### src/rtl/dbg_data_bkpt.sv
module dbg_data_bkpt (
  input  logic        clk,
  input  logic        rst_n,
  input  logic        reg_we,
  input  logic [4:0]  reg_num,
  input  logic [31:0] reg_wdata,
  output logic [31:0] reg_rdata,
  input  logic        bus_valid,
  input  logic [1:0]  bus_addr,
  input  logic [1:0]  bus_size,
  input  logic [31:0] bus_data,
  output logic [1:0]  hit
);
  localparam int         NCH     = 2;
  localparam logic [4:0] ENA_NUM = 5'h0D;

  logic [31:0]    val_q [NCH];
  logic [31:0]    msk_q [NCH];
  logic [31:0]    rd    [NCH];
  logic [NCH-1:0] en_q;
  logic [NCH-1:0] cmp;
  logic [31:0]    lanes;

  always_comb begin
    case (bus_size)
      2'b00:   lanes = 32'hFFFF_FFFF;
      2'b01:   lanes = 32'hFF00_0000 >> {bus_addr, 3'b000};
      2'b10:   lanes = bus_addr[1] ? 32'h0000_FFFF : 32'hFFFF_0000;
      default: lanes = 32'h0;
    endcase
  end

  always_ff @(posedge clk or negedge rst_n)
    if (!rst_n)                            en_q <= '0;
    else if (reg_we && reg_num == ENA_NUM) en_q <= reg_wdata[NCH-1:0];

  for (genvar ch = 0; ch < NCH; ch++) begin : g_ch
    localparam logic [4:0] VNUM = 5'(14 + 16 * ch);
    localparam logic [4:0] MNUM = 5'(15 + 16 * ch);

    always_ff @(posedge clk or negedge rst_n)
      if (!rst_n) begin
        val_q[ch] <= '0;
        msk_q[ch] <= '0;
      end else if (reg_we) begin
        if (reg_num == VNUM) val_q[ch] <= reg_wdata;
        if (reg_num == MNUM) msk_q[ch] <= reg_wdata;
      end

    assign cmp[ch] = en_q[ch] && (lanes != 32'h0) &&
                     (((bus_data ^ val_q[ch]) & ~msk_q[ch] & lanes) == 32'h0);
    assign rd[ch]  = (reg_num == VNUM) ? val_q[ch] :
                     (reg_num == MNUM) ? msk_q[ch] : 32'h0;
  end

  always_comb begin
    reg_rdata = (reg_num == ENA_NUM) ? {{(32-NCH){1'b0}}, en_q} : 32'h0;
    for (int i = 0; i < NCH; i++) reg_rdata = reg_rdata | rd[i];
  end

  always_ff @(posedge clk or negedge rst_n)
    if (!rst_n) hit <= '0;
    else        hit <= bus_valid ? cmp : '0;
endmodule

### config.mk
export PLATFORM = sky130hd
export DESIGN_NAME = dbg_data_bkpt
export DESIGN_NICKNAME = d
export VERILOG_FILES = /design/src/rtl/dbg_data_bkpt.sv
export SDC_FILE = /design/constraint.sdc
export NUM_CORES = 1
export LEC_CHECK = 0
export BUFFER_PORTS_ARGS = -buffer_cell sky130_fd_sc_hd__buf_2
export CAP_MARGIN = 20
export CORE_MARGIN = 2
export CORE_UTILIZATION = 55
export DETAILED_ROUTE_END_ITERATION = 12
export PLACE_DENSITY = 0.78
export SYNTH_ARGS = -nofsm -noshare
export SYNTH_HDL_FRONTEND = slang
export SYNTH_SLANG_ARGS = --single-unit
### constraint.sdc
create_clock -name clk -period 1.5 [get_ports clk]
set_input_delay 0.075 -clock clk [delete_from_list [all_inputs] [get_ports clk]]
set_output_delay 0.075 -clock clk [all_outputs]
set_load 0.03 [all_outputs]
Yosys cells after proc, flatten, opt, wreduce, memory -nomap -nowiden
Cells that the tools add are included.
- equal/unequal tests: 7
- bitwise gates (word level): 10
- reductions and logical operators: 13
- mux-type cells: 8
- shifts and indexed selects: 1
- operator list (kind ; number):
    $mux 32 ; 5
    $and 32x32->32 ; 4
    $pmux 32 s3 ; 1
    $logic_not 32->1 ; 2
    $not 32->32 ; 2
    $xor 32x32->32 ; 2
    $or 2x32->32 ; 1
    $or 32x32->32 ; 1
    $reduce_bool 32->1 ; 1
    $shr 32x5->32 const A ; 1
    $eq 5x4->1 const B ; 3
    $eq 5x5->1 const B ; 2
    $reduce_and 2->1 ; 4
    $logic_and 1x1->1 ; 5
    $mux 2 ; 2
    $eq 2x1->1 const B ; 1
    $eq 2x2->1 const B ; 1
    $logic_not 2->1 ; 1
- bits in registers: 132
- logic and storage cells: 45
- input port bits: 77

Depth between registers and ports, before layout
- depth after elaboration: 6
- mapped depth: 6
- gate-level depth less buffers: 5

Least setup slack after synthesis
Ideal clock, no wire load.
- path type: input to register
- from: input reg_num[3]
- to: register val_q[53] (netlist bit)
- stages: 6
- path buffers: 2
- path slack: 0.154 ns
- data required time: 1.375 ns
- arrival: 1.221 ns
- path through: nand3_2 > nor3_2 > and2_1 > buf_2 > buf_4 > mux2_2
- longest elaborated chain between the ends: 2
- ends and longest elaborated chain (what ; RTL line ; text):
    start: declaration ; 5 ; input logic [4:0] reg_num,
    $eq 5x4->1 ; 46 ; if (reg_num == VNUM) val_q[ch] <= reg_wdata;
    $reduce_and 2->1 (no line) ; -- ;
    end signal: indexed assignment ; 46 ;
    end: declaration ; 17 ; logic [31:0] val_q [NCH];
Every way passes these cells.
A chain may end at the register's enable or synchronous reset.

Final worst setup path
- from: register msk_q[3] (netlist bit)
- to: output reg_rdata[3]
- longest elaborated chain between the ends: 3
- ends and longest elaborated chain (what ; RTL line ; text):
    start: declaration ; 18 ; logic [31:0] msk_q [NCH];
    start signal: indexed assignment ; 47 ; if (reg_num == MNUM) msk_q[ch] <= reg_wdata;
    $mux 32 ; 53 ; (reg_num == MNUM) ? msk_q[ch] : 32'h0;
    $mux 32 ; 52 ; assign rd[ch] = (reg_num == VNUM) ? val_q[ch] :
    $or 32x32->32 ; 58 ; for (int i = 0; i < NCH; i++) reg_rdata = reg_rdata | rd[i];
    end: declaration ; 7 ; output logic [31:0] reg_rdata,
Every way passes these cells.

==> impl_metrics.csv <==
group,metric,value,unit
status,status,"complete, but fails checks",
status,violations,"setup timing",
layout,final_net_count,787,
power,p_int,8.52,mW
logic_synthesis,synth_seq_cells,132,
drt,routedWlPerCell,20.7,um
clock_network,cts_buffers,17,
clock_network,clock_latency,0.41,ns
sta,worst_slew_pin_slew,0.515,ns
grt,grt_usage,29.2,%
placement,dpl.cell_count,777,
drt,avgViaCountPerCell,5.98,
logic_synthesis,yosysSeqAreaShare,51.0,%
layout,area_growth,36.3,%
power,combPwrFrac,20.0,%
power,total_power,11.7,mW
die,rows,39,
drt,antenna_left,0,
logic_synthesis,synth_warnings,0,
critical_path,crit_path_end_kind,"primary output",
clock_network,clock_sinks,132,
critical_path,worstPathCellList,"a222oi_1, nand2_1, buf_6",
drt,drtIter0Drc,524,
sta,maxSlewViolCount,0,
sta,skew,0.00661,ns
layout,mostFrequentLayoutCell,"dfrtp_1",
critical_path,cp.arrival,1.54,ns
sta,period_share,108,%
logic_synthesis,syn_area,6470,sq um
critical_path,cp-start-kind,"flip-flop",
grt,grt_pass1_wl,28.8,mm
layout,n_fill_cell,709,
critical_path,r2r-start,"val_q[20]",
layout,antenna_cells,0,
logic_synthesis,yosys.area.top_type_share,51.0,%
grt,antenna_found_initial,0,
sta,slew_headroom,65.4,%
die,ios,111,
die,die_height,112,um
placement,place_congestion,0.883,
sta,timing.fmax,620,MHz
power,swShare,27.1,%
placement,hpwl,11.5,mm
critical_path,rrSetupSlack,-0.04,ns
logic_synthesis,netlist-cell-type-count,29,
critical_path,crit_path_start,"msk_q[3]",
power,pwr-share-seq,41.7,%
critical_path,critPathTopFamily,"compound AO/OA/AOI/OAI gates",
logic_synthesis,synth.avg_cell_area,12.5,sq um
layout,finalInstanceArea,8820,sq um
flow_run,drv_cap,0,
drt,vias,5176,
power,peakVddDrop,1.18,mV
grt,grt_max_degree,42,
die,die_w,112,um
layout,mostFrequentLayoutCells,"dfrtp_1 (132), mux2_2 (96), buf_2 (84)",
die,core-area,11500,sq um
power,p_clk_share,38.3,%
critical_path,r2r-end,"hit[1]",
critical_path,critPathMaxFanout,3,
sta,setup_tns,-0.711,ns
hold_path,hp-class,"primary input to flip-flop",
grt,first_global_vias,5485,
clock_network,cts_tree,"done",
drt,drt_wl_total,17.9,mm
critical_path,crit_type,"flip-flop to primary output",
logic_synthesis,synthTopCellsByArea,"dfrtp_1 (51%), mux2_2 (17%), xnor2_1 (8.7%), mux2_1 (5.9%), a222oi_1 (4.9%)",
clock_network,cts_buffer_depth,2,
power,p_leak,4.14,nW
layout,final_cells,866,
drt,drc,0,
clock_network,cts.clk_slew.worst_paths,0.06,ns
logic_synthesis,syn_inst,519,
critical_path,cp_slowest_cell,"a222oi_1",
die,dieArea,12700,sq um
critical_path,r2r.worst_path.cells,6,
sta,finalWorstSetupSlack,-0.114,ns
sta,setup_viol,21,
logic_synthesis,syn_nets,596,
critical_path,crit_buf_inv,1,
sta,grt_setup_unrepaired,"yes",
critical_path,cp-endpoint,"reg_rdata[3]",
critical_path,slowest_delay,0.43,ns
clock_network,h-tree-depth,4,
sta,timing.hold.ws,0.117,ns
grt,overflow,0,
critical_path,cp.depth,3,
critical_path,worstPathRequired,1.42,ns
placement,io_buffers,110,
logic_synthesis,synth.largest_area_cell,"dfrtp_1",
die,start_util,56.4,%
placement,placed_area,7410,sq um
sta,hold_viol_final,0,
power,powerDensity,1320,nW/um^2
sta,period_needed,1.61,ns
drt,first_pass_iters,6,
power,p_switching,3.17,mW
layout,drive_gt1_share,43.0,%
clock_network,cts-root-buf,"clkbuf_16",
-- through the flow --
step | setup WS (ns) | util (%)
2_1_floorplan | 0.154 | -
3_3_place_gp | -0.146 | 64.6
3_5_place_dp | -0.150 | 64.6
4_1_cts | -0.0858 | 75.2
5_1_grt | -0.198 | 76.9
6_report | -0.114 | 76.9
-- tightest hold or removal path, stage by stage --
cell and delay (ns):
buf_2 0.15, nand2_1 0.11, mux2_2 0.16
-- Yosys cell counts (all sizes together) --
master,n
nand2b,2
nor3,2
o22ai,34
o22a,1
clkbuf,11
o41ai,4
nor4,4
mux2,130
nor2,4
nand2,68
o21a,1
xnor2,64
a222oi,32
o221ai,2
a21boi,2
buf,14
and2,1
nand3,3
nor3b,1
inv,2
dfrtp,132
a22oi,2
a21oi,3
-- final cells by class --
type / count / area [sq um] / share of cell area (%)
tap: 143 / 179 / 2.03
inverter: 2 / 7.51 / 0.0851
multi-input combinational: 360 / 3160 / 35.8
clock inverter: 12 / 176 / 2.00
sequential: 132 / 3300 / 37.4
clock buffer: 20 / 467 / 5.29
timing repair buffer: 197 / 1530 / 17.4
-- routing by layer --
layer / up-vias / track usage (%) / routed length, um
met2: 243 / 49.5 / 9230
met1: 2588 / 37.4 / 7230
met5: - / 0 / 0
met4: 0 / 9.11 / 320
li1: 2312 / - / -
met3: 33 / 6.97 / 1110
-- flip-flops by register name, summed over array words and instances (netlist names) --
name / cells
hit: 2
val_q: 64
msk_q: 64
en_q: 2
-- worst min-delay path by stage --
| stage | start | end | cells after the start |
|---|---|---|---|
| 2_1_floorplan | rst_n | en_q[0] | 0 |
| 3_3_place_gp | rst_n | val_q[29] | 1 |
| 3_5_place_dp | rst_n | val_q[29] | 1 |
| 4_1_cts | reg_we | en_q[0] | 3 |
| 5_1_grt | reg_we | en_q[0] | 3 |
| 6_report | reg_we | en_q[0] | 3 |
-- what timing repair did --
action / CTS / global route
gates cloned: 0 / 0
setup buffers: 14 / 10
hold buffers: 33 / 0
pin swaps: 32 / 46
gates resized for setup: 40 / 32
hold endpoints to repair: 261 / 0
setup endpoints to repair: 26 / 34
-- power by group through the flow --
stage | registers [mW] | clock network, mW | logic, mW
after detailed placement | 4.91 | 0 | 1.86
final | 4.87 | 4.48 | 2.34
after global placement | 4.86 | 0 | 1.79
after global routing | 4.95 | 4.69 | 2.51
after CTS | 4.84 | 4.49 | 2.16
after floorplan | 4.74 | 0 | 1.30
-- logic make-up (layout without fill, tap and decap cells) --
family | count (synthesis) | after routing | synth area share [%]
multiplexers | 130 | 130 | 22.6
buffers and inverters | 27 | 231 | 1.93
flip-flops | 132 | 132 | 51.0
AND/OR/NAND/NOR | 85 | 85 | 5.76
XOR/XNOR | 64 | 64 | 8.66
AO/OA/AOI/OAI | 81 | 81 | 9.99
Note: power is estimated with default switching activity, not from simulation.
